### src/rtl/sfa_pkg.sv
package sfa_pkg;
    localparam int BYTE_W = 8;
    localparam int PH_W   = $clog2(BYTE_W);
    localparam int WIN_W  = 2 * BYTE_W;

    typedef logic [BYTE_W-1:0] line_byte_t;

    typedef enum logic {
        HUNT_BITS,
        COUNT_A2
    } hunt_state_e;

    // Byte-lane outputs carried from the phase keeper to the top
    typedef struct packed {
        line_byte_t data;
        logic       bclk;
        logic       pulse;
    } byte_lane_t;

    // High half of the byte period: phases 1..BYTE_W/2
    function automatic logic phase_is_high(input logic [PH_W-1:0] ph);
        return (ph != '0) && (ph <= PH_W'(BYTE_W / 2));
    endfunction
endpackage

### src/rtl/sfa_shifter.sv
module sfa_shifter
    import sfa_pkg::*;
(
    input  logic             clk,
    input  logic             rst,
    input  logic             bit_in,
    output logic [WIN_W-1:0] win
);
    always_ff @(posedge clk) begin
        if (rst) win <= '0;
        else     win <= {win[WIN_W-2:0], bit_in};
    end
endmodule

### src/rtl/sfa_hunter.sv
module sfa_hunter
    import sfa_pkg::*;
#(
    parameter line_byte_t SYNC_A1  = 8'hF6,
    parameter line_byte_t SYNC_A2  = 8'h28,
    parameter int         A2_COUNT = 3
) (
    input  logic             clk,
    input  logic             rst,
    input  logic             oof,
    input  logic [WIN_W-1:0] win,
    output logic             realign
);
    localparam int CNT_W = $clog2(A2_COUNT + 1);
    localparam logic [CNT_W-1:0] LAST_IDX = CNT_W'(A2_COUNT - 1);

    hunt_state_e      st;
    logic [CNT_W-1:0] a2_seen;
    logic [PH_W-1:0]  vph;
    logic             byte_due;
    logic             is_a2;

    assign byte_due = (st == COUNT_A2) && (vph == '0);
    assign is_a2    = (win[BYTE_W-1:0] == SYNC_A2);
    assign realign  = oof && byte_due && is_a2 && (a2_seen == LAST_IDX);

    always_ff @(posedge clk) begin
        if (rst) begin
            st      <= HUNT_BITS;
            a2_seen <= '0;
            vph     <= '0;
        end else if (!oof) begin
            st      <= HUNT_BITS;
            a2_seen <= '0;
        end else begin
            unique case (st)
                HUNT_BITS: begin
                    if (win == {SYNC_A1, SYNC_A2}) begin
                        st      <= COUNT_A2;
                        a2_seen <= CNT_W'(1);
                        vph     <= PH_W'(1);
                    end
                end
                COUNT_A2: begin
                    vph <= vph + PH_W'(1);
                    if (byte_due) begin
                        if (is_a2 && a2_seen != LAST_IDX) begin
                            a2_seen <= a2_seen + CNT_W'(1);
                        end else begin
                            st      <= HUNT_BITS;
                            a2_seen <= '0;
                        end
                    end
                end
                default: st <= HUNT_BITS;
            endcase
        end
    end


    run_bound_chk: assert property (@(posedge clk) disable iff (rst)
        a2_seen <= LAST_IDX);

    idle_when_inframe_chk: assert property (@(posedge clk) disable iff (rst)
        !oof |=> st == HUNT_BITS);
endmodule

### src/rtl/sfa_phaser.sv
module sfa_phaser
    import sfa_pkg::*;
(
    input  logic       clk,
    input  logic       rst,
    input  logic       realign,
    input  line_byte_t last_byte,
    output byte_lane_t lane
);
    logic [PH_W-1:0] ph;
    line_byte_t      data_q;
    logic            pulse_q;

    always_ff @(posedge clk) begin
        if (rst) begin
            ph      <= '0;
            data_q  <= '0;
            pulse_q <= 1'b0;
        end else begin
            ph <= realign ? PH_W'(1) : ph + PH_W'(1);
            if (realign || ph == '0) data_q <= last_byte;
            if (realign)             pulse_q <= 1'b1;
            else if (ph == '0)       pulse_q <= 1'b0;
        end
    end

    assign lane.data  = data_q;
    assign lane.bclk  = phase_is_high(ph);
    assign lane.pulse = pulse_q;


    phase_restart_chk: assert property (@(posedge clk) disable iff (rst)
        realign |=> (ph == PH_W'(1)) && pulse_q);

    phase_step_chk: assert property (@(posedge clk) disable iff (rst)
        !realign |=> ph == $past(ph) + PH_W'(1));

    pulse_end_chk: assert property (@(posedge clk) disable iff (rst)
        (pulse_q && ph == '0 && !realign) |=> !pulse_q);
endmodule

### src/rtl/sonet_frame_aligner.sv
module sonet_frame_aligner
    import sfa_pkg::*;
#(
    parameter logic [7:0] SYNC_A1  = 8'hF6,
    parameter logic [7:0] SYNC_A2  = 8'h28,
    parameter int         A2_COUNT = 3
) (
    input  logic       clk,
    input  logic       rst,
    input  logic       rx_bit,
    input  logic       oof,
    output logic [7:0] rx_byte,
    output logic       byte_clk,
    output logic       frame_pulse
);
    logic [WIN_W-1:0] win;
    logic             realign;
    byte_lane_t       lane;

    sfa_shifter u_shifter (
        .clk    (clk),
        .rst    (rst),
        .bit_in (rx_bit),
        .win    (win)
    );

    sfa_hunter #(
        .SYNC_A1  (SYNC_A1),
        .SYNC_A2  (SYNC_A2),
        .A2_COUNT (A2_COUNT)
    ) u_hunter (
        .clk     (clk),
        .rst     (rst),
        .oof     (oof),
        .win     (win),
        .realign (realign)
    );

    sfa_phaser u_phaser (
        .clk       (clk),
        .rst       (rst),
        .realign   (realign),
        .last_byte (win[BYTE_W-1:0]),
        .lane      (lane)
    );

    assign rx_byte     = lane.data;
    assign byte_clk    = lane.bclk;
    assign frame_pulse = lane.pulse;


    pulse_needs_oof_chk: assert property (@(posedge clk) disable iff (rst)
        $rose(frame_pulse) |-> $past(oof));

    pulse_shows_a2_chk: assert property (@(posedge clk) disable iff (rst)
        $rose(frame_pulse) |-> rx_byte == SYNC_A2);

    byte_moves_on_rise_chk: assert property (@(posedge clk) disable iff (rst)
        !$stable(rx_byte) |-> byte_clk);
endmodule

### config.mk
export PLATFORM = sky130hd
export DESIGN_NAME = sonet_frame_aligner
export DESIGN_NICKNAME = d
export VERILOG_FILES = /design/src/rtl/sfa_pkg.sv /design/src/rtl/sfa_shifter.sv /design/src/rtl/sfa_hunter.sv /design/src/rtl/sfa_phaser.sv /design/src/rtl/sonet_frame_aligner.sv
export SDC_FILE = /design/constraint.sdc
export NUM_CORES = 1
export LEC_CHECK = 0
export BUFFER_PORTS_ARGS = -buffer_cell sky130_fd_sc_hd__buf_2
export CELL_PAD_IN_SITES_DETAIL_PLACEMENT = 1
export CELL_PAD_IN_SITES_GLOBAL_PLACEMENT = 1
export CORE_MARGIN = 2
export CORE_UTILIZATION = 48
export DETAILED_ROUTE_END_ITERATION = 7
export PLACE_DENSITY_LB_ADDON = 0.1
export SKIP_LAST_GASP = 1
export SYNTH_ARGS = -nofsm -noshare
export SYNTH_HDL_FRONTEND = slang
export SYNTH_HIERARCHICAL = 1
export SYNTH_SLANG_ARGS = --single-unit
### constraint.sdc
create_clock -name clk -period 4 [get_ports clk]
set_input_delay 0.2 -clock clk [delete_from_list [all_inputs] [get_ports clk]]
set_output_delay 0.2 -clock clk [all_outputs]
set_load 0.01 [all_outputs]
==> results of run 1 <==
flip-flops by register name, indices dropped and copies added, names as in the netlist:
name	count
u_shifter/win	16
u_phaser/data_q	8
u_hunter/vph	3
u_phaser/ph	3
u_hunter/a2_seen	2
u_hunter/st	1
u_phaser/pulse_q	1
report_power, final:
part | internal [W] | switching (W)
clock network | 0.000120 | 0.000112
logic | 0.0000126 | 0.0000201
registers | 0.000344 | 0.00000400
metrics by stage:
step           instances  util (%)  instance area [um^2]
6_report             175     55.88                  1528
4_1_cts              175     55.56                  1519
2_1_floorplan        128         -                  1369
5_1_grt              175     55.88                  1528
3_3_place_gp         167     52.68                  1440
3_5_place_dp         167     52.68                  1440
path summary, 6_finish.rpt:
check	to	slack, ps	depth (start not counted)
max	u_phaser/data_q[6]	1920	5
min	u_shifter/win[0]	90	2
max reg2reg	u_phaser/data_q[6]	1920	5
min reg2reg	u_shifter/win[11]	470	1
cells by family (layout without fill, tap and decap cells):
kind of cell	Yosys count	in the layout	synth area share, %
AOI/OAI and AO/OA	29	29	11.88
and+or+nand+nor	44	44	26.97
buffers and inverters	14	30	5.301
adders and majority gates	6	6	5.484
xor gates and xnor gates	1	1	0.6400
DFF	34	34	49.73
metal layers:
| metal | global-route usage (%) | up-vias | wire (um) |
|---|---|---|---|
| li1 | - | 478 | - |
| met4 | 7.973 | 0 | 51 |
| met5 | 0 | - | 0 |
| met1 | 23.40 | 465 | 1163 |
| met2 | 30.36 | 10 | 1373 |
| met3 | 6.803 | 7 | 96 |
worst max-delay path, cell delays in order, from the launching register on:
cell     delay [ps]
dfxtp_1         360
nor4b_4         350
nand2_1         170
nor4_4          680
o21ai_0         210
a21oi_1         220
cell usage in the layout (no fill, tap or decap), drive strengths merged:
cell	count
o211ai	1
xnor2	1
nor4b	2
nor4	1
nand4	1
inv	9
nand3	1
nand4b	1
and4b	2
nand2b	2
clkbuf	8
nand3b	1
o31ai	1
dfxtp	34
ha	6
nor3b	1
or3b	8
a311oi	1
and2b	6
nor3	2
or4	2
buf	13
a31oi	2
a21oi	13
o21a	1
nand2	2
a41oi	1
o21ai	9
or2	1
nor2b	11
layout make-up:
cell class | count | area (um^2)
Inverter | 9 | 33.78
Sequential cell | 34 | 680.7
Tap cell | 31 | 38.79
Timing Repair Buffer | 13 | 65.06
Clock buffer | 8 | 78.83
Multi-Input combinational cell | 80 | 630.6
Fill cell | 315 | 1206
==> key figures, run 1 <==
Status
  • Run status: complete, no violations

Timing
  • Rel. slew slack: 47.94%
  • Fin crit share: approximately 52%
  • Hold slack final: 92.60 ps
  • Measured slew at the worst slew-check pin: 775.1 ps
  • Fin. max-slew vios: 0
  • Max Fclk: ~480 MHz
  • Final WS setup: 1918 ps
  • Setup violators final: 0
  • Max Clock Skew: 8.883 ps
  • RSZ-0062 raised after global routing: false
  • Fin crit period: 2082 ps
  • Final hold vios: 0
  • Fin Setup TNS: 0 ps

Placed design
  • Input/output buffers: 13
  • Pre-CTS setup slack: 1550 ps
  • Post-DP HPWL: around 1900 um
  • Routability cong.: about 0.71

Clock network
  • H-tree levels: 2
  • Post-CTS resize count: 0
  • Num CTS Buffers: 5
  • Clock Sinks: 34
  • Clock Pin Slew Worst Setup and Hold Paths: 100 ps
  • CTS tree: built
  • Worst-Skew Late Latency: 340 ps
  • Max Root-Sink Buffers: 2
  • Post-CTS Hold Buffers: 0
  • Root Driver: clkbuf_4
  • Postcts setup bufs: 0

Synth
  • Ys async rst share: 0%
  • Yosys top cell by area: dfxtp_1
  • Top-count cell post-synth: dfxtp_1
  • Netlist cell types: 35
  • Syn Area/Cell: 10.69 um^2
  • Post-synthesis sequential area ratio: between 40% and 50%
  • Synth cell count leaders: dfxtp_1 (34), a21oi_1 (13), inv_1 (9)
  • Ys flop type: dfxtp_1
  • Synth top area cells: dfxtp_1 (50%), ha_1 (5.5%), a21oi_1 (4.8%), nor2b_2 (4.5%), and2b_2 (3.8%)
  • #FFs+latches synth: 34
  • Synthesized net count: 138
  • Mapped cell area: approximately 0.0014 mm^2
  • Synthesis Warnings: 6
  • Cells after Synth: 128
  • Top cell type's share of synthesized area: 49.73%
  • Number of flops mapped to enable cells by yosys: 0

Floorplanning
  • Die Wd: between 50 and 60 um
  • Initial core utilization: 50.07%
  • Row cnt: 19
  • Die area: 0.003295 mm^2
  • IO Count: 14
  • Core area: 0.002734 mm^2
  • Die height: about 57 um

Drt
  • Iteration-0 DRC Markers: 17
  • Final antenna-violating net count: 0
  • Remaining DRCs: 0
  • WL/cell: between 15 and 20 um
  • First-pass DRT Iterations: 4
  • Total wire length: around 2700 um
  • Vias/cell: roughly 5.5
  • Routed vias: 960

Setup path
  • Worst Path Max Fanout: 19
  • Worst Setup Start Kind: flip-flop
  • Crit. Startpoint: u_shifter/win[4]
  • Crit Path Class: reg2reg
  • Reg-to-reg startpoint: u_shifter/win[4]
  • Crit. End Element: flip-flop
  • WP data arrival: 2340 ps
  • Required time worst endpoint: 4250 ps

Final layout
  • ANT cells: 0
  • Final nets: 153
  • Share of cells above drive strength 1: approximately 28%
  • Area Growth Syn to Fin: 11.61%

GRT
  • Initial antenna violation count: 0
  • Largest net degree at the start of global routing: 33
  • Vias in the first global route: 1008
  • First-pass GRT wire length: 4719 um
  • Gr usage total: 19.10%
  • Overflow left after global routing: 0

Pwr
  • Power Density: 401.1 mW/mm^2
  • Peak VDD IR: 0.0003051 V
  • LEAKAGE: roughly 0.58 nW
  • Power, Total: 0.0006127 W

Hold path
  • Hold wc startpoint: rx_bit
  • Hold Crit Class: in2reg

Flow run
  • Max-cap viol count: 0
Power figures use the tool's default switching activity.
==> inputs of run 2 (changes only) <==
--- a/config.mk
+++ b/config.mk
@@ -9,7 +9,7 @@
 export CELL_PAD_IN_SITES_DETAIL_PLACEMENT = 1
 export CELL_PAD_IN_SITES_GLOBAL_PLACEMENT = 1
 export CORE_MARGIN = 2
-export CORE_UTILIZATION = 48
+export CORE_UTILIZATION = 40
 export DETAILED_ROUTE_END_ITERATION = 7
 export PLACE_DENSITY_LB_ADDON = 0.1
 export SKIP_LAST_GASP = 1
==> constraint.sdc (replaced) <==
create_clock -name clk -period 1.7 [get_ports clk]
set_input_delay 0.085 -clock clk [delete_from_list [all_inputs] [get_ports clk]]
set_output_delay 0.085 -clock clk [all_outputs]
set_load 0.01 [all_outputs]
==> run 2 against run 1 <==
Cell area is 8.7% higher. Die area is 19% higher. Power is 140% higher. Register-to-register slack worse by 1900 ps. First-iteration DRC count is 120% higher. Clock power grew to 2.5 times the previous value. Critical path type unchanged. Highest routed layer unchanged.
==> key figures, run 2 (synthesized netlist as in run 1, its figures left out) <==
Floorplanning
  • Core area: about 0.0033 mm^2
  • Die height: between 60 and 70 um
  • Die area: roughly 0.0039 mm^2
  • Initial core utilization: 41.35%
  • IO Count: 14
  • Row cnt: 21
  • Die Wd: 62.50 um

Setup path
  • Reg-to-reg startpoint: u_hunter/vph[0]
  • FF-to-FF path depth: 7
  • Crit. End Element: flip-flop
  • Max incr delay on CP: 480 ps
  • Crit Path Class: reg2reg
  • Required time worst endpoint: between 1500 and 2000 ps
  • Reg2reg setup slack: 40 ps
  • WP data arrival: 1940 ps
  • Slowest CP cell: or3b_2
  • Worst Path Max Fanout: 19
  • Cells along the critical path: inv_1 > ha_1 > nand3b_1 > nor4_4 > buf_12 > or3b_2 > a21oi_2
  • R2r endpoint: u_phaser/data_q[4]
  • Worst Setup Start Kind: flip-flop

Drt
  • WL/cell: approximately 13 um
  • Total wire length: 2624 um
  • Final antenna-violating net count: 0
  • Vias/cell: approximately 5.0
  • Iteration-0 DRC Markers: 38
  • First-pass DRT Iterations: 4
  • Remaining DRCs: 0
  • Routed vias: 994

Hold path
  • Hold Crit Class: in2reg
  • Hold wc startpoint: rst
  • Hold Path Stages: 2
  • WHS Endpoint: u_shifter/win[9]

Placed design
  • Placed cells: 188
  • Routability cong.: 0.7483
  • Input/output buffers: 13
  • Post-DP HPWL: roughly 1800 um

GRT
  • Gr usage total: 14.98%
  • Overflow left after global routing: 0
  • First-pass GRT wire length: between 4000 and 5000 um
  • Vias in the first global route: 1000
  • Largest net degree at the start of global routing: 26
  • Initial antenna violation count: 0

Final layout
  • Final nets: 162
  • Biggest regs: u_shifter/win (16), u_phaser/data_q (8)
  • Share of cells above drive strength 1: 34.64%
  • Commonest non-fill, non-tap cell in the layout: dfxtp_1
  • Area Growth Syn to Fin: 21.30%
  • Finished Layout Cells: 199
  • Max FFs per register: 16
  • ANT cells: 0
  • # fillers: 383
  • Biggest register: u_shifter/win
  • Final Core Density: 50.15%
  • Most frequent cells in the layout: dfxtp_1 (33), buf_2 (13), a21oi_1 (10), inv_1 (9), o21ai_0 (8)

Pwr
  • Power Density: 900.5 mW/mm^2
  • Peak VDD IR: roughly 0.00053 V
  • Pint: 0.001154 W
  • Sw Share: 22.79%
  • Sw Pwr: between 0.0003 and 0.0004 W
  • Gate power share: 5.8%
  • Flop pwr share: 54.8%
  • Part of the power in the clock network: between 30 and 40%
  • LEAKAGE: around 0.63 nW

Timing
  • Setup violators final: 0
  • Max Clock Skew: between 10 and 15 ps
  • Rel. slew slack: 66.75%
  • RSZ-0062 raised after global routing: true
  • Measured slew at the worst slew-check pin: 498.8 ps
  • Fin crit share: between 90% and 100%
  • Fin. max-slew vios: 0
  • Max Fclk: ~600 MHz
  • Hold slack final: 192.1 ps
  • Final hold vios: 0
  • Fin crit period: 1664 ps

Status
  • Run status: complete, no violations

Clock network
  • Clock Sinks: 34
  • Num CTS Buffers: 5
  • Root Driver: clkbuf_4
  • H-tree levels: 2
  • Worst-Skew Late Latency: 340 ps
  • CTS tree: built
  • Clock Pin Slew Worst Setup and Hold Paths: 110 ps
  • Max Root-Sink Buffers: 2

Flow run
  • Max-cap viol count: 0
==> run 2: cell count changes in the layout (fill, tap and decap cells not counted), sizes merged <==
cell,before,now
buf,13,20
clkbuf,8,5
clkinvlp,0,2
dlygate4sd3,0,2
bufinv,0,1
==> run 2: layout make-up <==
type / instances / area (um^2) / share of cell area [%]
clock inverters: 3 / 45.04 / 2.713
repair buffers: 22 / 150.1 / 9.043
flip-flops and latches: 34 / 681.9 / 41.07
well taps: 46 / 57.56 / 3.466
multi-input cells: 80 / 654.4 / 39.41
inverters: 9 / 33.78 / 2.035
clock buffers: 5 / 37.54 / 2.261
==> run 2: worst max-delay path by stage <==
stage / startpoint / end / slack, ps / depth (start not counted)
2_1_floorplan: u_shifter/win[1] / u_phaser/data_q[1] / 70 / 6
4_1_cts: u_phaser/ph[0] / u_phaser/data_q[2] / 1 / 5
5_1_grt: u_hunter/vph[0] / u_phaser/data_q[4] / -50 / 7
3_5_place_dp: u_phaser/ph[0] / u_phaser/data_q[2] / 20 / 5
3_3_place_gp: u_hunter/vph[0] / u_phaser/data_q[2] / 80 / 7
6_report: u_hunter/vph[0] / u_phaser/data_q[4] / 40 / 7
==> run 2: routing by layer <==
layer	part of all wire, %	GRT usage (%)	wire (um)
met1	47	18.64	1221
met2	49	23.66	1297
met3	3.2	3.784	85
met4	0.72	8.333	19
met5	0	0	0
==> run 2: metrics by stage <==
step           total power [W]  TNS (ps)  instance area, um^2  setup slack, ps
6_report              0.001495         0                 1660            35.73
5_1_grt               0.001568    -223.9                 1660           -49.80
4_1_cts               0.001518         0                 1628            1.078
3_5_place_dp         0.0009189         0                 1525            24.21
3_3_place_gp         0.0009139         0                 1525            81.54
2_1_floorplan        0.0008955         0                 1384            71.21
==> run 2: timing repair <==
action / 4_1_cts / 5_1_grt
hold endpoints to repair: 2 / 0
hold buffers: 2 / 0
setup buffers: 0 / 2
setup endpoints to repair: 0 / 10
resized for setup: 0 / 7
==> run 2: worst max-delay path, delay by kind of cell (launching register included) <==
kind	cells	cell delay, ps
flops	1	360
fa+ha+maj	1	180
compound gates	1	140
simple gates	3	710
buf+inv	2	210
==> run 2: power by group through the flow <==
stage,Sequential (W),Clock (W),Combinational (W)
after floorplan,0.000836,0,0.0000592
after global placement,0.000836,0,0.0000780
after detailed placement,0.000837,0,0.0000819
after CTS,0.000819,0.000613,0.0000856
after global routing,0.000821,0.000647,0.0000995
final,0.000819,0.000589,0.0000868
==> inputs of run 3 (changes only) <==
--- a/config.mk
+++ b/config.mk
@@ -9,7 +9,8 @@
 export CELL_PAD_IN_SITES_DETAIL_PLACEMENT = 1
 export CELL_PAD_IN_SITES_GLOBAL_PLACEMENT = 1
 export CORE_MARGIN = 2
-export CORE_UTILIZATION = 40
+export CORE_UTILIZATION = 43
+export CTS_BUF_LIST = sky130_fd_sc_hd__clkbuf_8
 export DETAILED_ROUTE_END_ITERATION = 7
 export PLACE_DENSITY_LB_ADDON = 0.1
 export SKIP_LAST_GASP = 1
==> run 3 against run 2 <==
Core utilization grew 3.0 points. First-iteration DRC count down 26%. Critical path depth unchanged. Clock power shrank 2%. Global-route usage up 3.0 points. Sequential share of layout area grew 1.0 points. Power shrank 0.93%. Die area down 6.5%. Sequential cell count unchanged.
==> key figures, run 3 (synthesized netlist as in run 1, its figures left out) <==
Floorplanning
  • Die Wd: 60.42 um
  • Die area: 0.003651 mm^2
  • IO Count: 14
  • Die height: approximately 60 um
  • Row cnt: 20
  • Core area: between 0.003 and 0.004 mm^2
  • Initial core utilization: between 40% and 50%

Timing
  • Final hold vios: 0
  • Final WS setup: 48.18 ps
  • Measured slew at the worst slew-check pin: roughly 500 ps
  • Max Clock Skew: 3.808 ps
  • Hold slack final: 33.77 ps
  • Fin crit share: between 90 and 100%
  • RSZ-0062 raised after global routing: true
  • Max Fclk: 605.4 MHz
  • Fin. max-slew vios: 0
  • Fin crit period: 1652 ps
  • Rel. slew slack: between 60% and 70%
  • Setup violators final: 0

Final layout
  • Biggest register: u_shifter/win
  • Biggest regs: u_shifter/win (16), u_phaser/data_q (8)
  • # fillers: 358
  • Commonest non-fill, non-tap cell in the layout: dfxtp_1
  • Finished Layout Cells: ~190
  • Most frequent cells in the layout: dfxtp_1 (32), buf_2 (13), a21oi_1 (12), inv_1 (8), o21ai_0 (8)
  • ANT cells: 0
  • Max FFs per register: 16
  • Final nets: 160
  • Share of cells above drive strength 1: 34.90%
  • Area Growth Syn to Fin: 18.56%

Drt
  • Vias/cell: 5.067
  • Iteration-0 DRC Markers: 28
  • Final antenna-violating net count: 0
  • WL/cell: 14.79 um
  • Routed vias: 978
  • First-pass DRT Iterations: 4
  • Remaining DRCs: 0
  • Total wire length: approximately 2900 um

Setup path
  • WP data arrival: 1870 ps
  • Worst Path Max Fanout: 9
  • Worst Setup Start Kind: flip-flop
  • Crit Path Class: reg2reg
  • Crit. End Element: flip-flop
  • Required time worst endpoint: 1920 ps
  • Crit. Startpoint: u_hunter/vph[0]
  • Reg-to-reg startpoint: u_hunter/vph[0]

Clock network
  • Post-CTS Hold Buffers: 0
  • CTS tree: built
  • Num CTS Buffers: 5
  • H-tree levels: 2
  • Root Driver: clkbuf_8
  • Clock Sinks: 34
  • Clock Pin Slew Worst Setup and Hold Paths: 60 ps
  • Worst-Skew Late Latency: 280 ps
  • Max Root-Sink Buffers: 2

Status
  • Run status: complete, no violations

GRT
  • Overflow left after global routing: 0
  • Vias in the first global route: slightly below 1000
  • Initial antenna violation count: 0
  • Largest net degree at the start of global routing: 27
  • Gr usage total: 17.99%
  • First-pass GRT wire length: 4643 um

Placed design
  • Post-DP HPWL: 1918 um
  • Placed cells: 185
  • Routability cong.: 0.7499
  • Pre-CTS setup slack: 13.83 ps
  • Input/output buffers: 13

Hold path
  • Hold Crit Class: in2reg
  • Hold wc startpoint: rx_bit

Pwr
  • Peak VDD IR: 0.0005700 V
  • LEAKAGE: 0.6213 nW
  • Power Density: around 910 mW/mm^2

Flow run
  • Max-cap viol count: 0
run 3: cell count changes in the layout (fill, tap and decap cells not counted), moves of 2 or more:
cell,change
dlygate4sd3_1,-2
a21oi_1,+2
clkinvlp_4,-2
clkbuf_4,-5
a21oi_2,-2
clkbuf_8,+6
run 3: critical path, cell delays in order (launching register included):
cell and delay (ps):
dfxtp_2 340, inv_1 60, ha_1 190, nand3b_1 150, nor4_4 60, buf_4 170, or3b_2 490, a21oi_2 120
run 3: timing repair:
action | CTS | global route
hold endpoints to repair | 0 | 0
gates resized for setup | 0 | 10
buffers inserted | 0 | 1
endpoints found under the setup margin | 0 | 9
run 3: final cells by class:
class / instances / area (um^2) / share of cell area [%]
Multi-Input combinational cell: 80 / 646.9 / 39.86
Sequential cell: 34 / 683.2 / 42.10
Inverter: 9 / 33.78 / 2.082
Tap cell: 44 / 55.05 / 3.392
Timing Repair Buffer: 20 / 121.4 / 7.479
Clock buffer: 6 / 82.58 / 5.089
run 3: report_power, final:
part / internal [W] / switching (W) / leakage, nW
Sequential: 0.000810 / 0.0000103 / 0.276
Combinational: 0.0000331 / 0.0000499 / 0.302
Clock: 0.000312 / 0.000267 / 0.0431
Total: 0.00115 / 0.000327 / 0.621
run 3: metrics by stage:
stage	instance area, um^2	util [%]	setup TNS [ps]	power, W
2_1_floorplan	1384	-	0	0.0008955
3_3_place_gp	1503	49.22	0	0.0009121
3_5_place_dp	1503	49.22	0	0.0009188
4_1_cts	1585	51.93	0	0.001496
5_1_grt	1623	53.16	-38.39	0.001549
6_report	1623	53.16	0	0.001481
run 3: path summary, 6_finish.rpt:
kind	endpoint	slack [ps]	depth (start not counted)
max	u_phaser/data_q[4]	50	7
min	u_shifter/win[0]	30	2
max reg2reg	u_phaser/data_q[4]	50	7
min reg2reg	u_shifter/win[11]	470	1
run 3: layer usage:
layer | routed length, um | up-vias | GRT usage (%)
met5 | 0 | - | 0
met4 | 55 | 0 | 8.385
met3 | 74 | 4 | 6.397
met2 | 1459 | 10 | 29.19
met1 | 1264 | 477 | 21.40
li1 | - | 487 | -
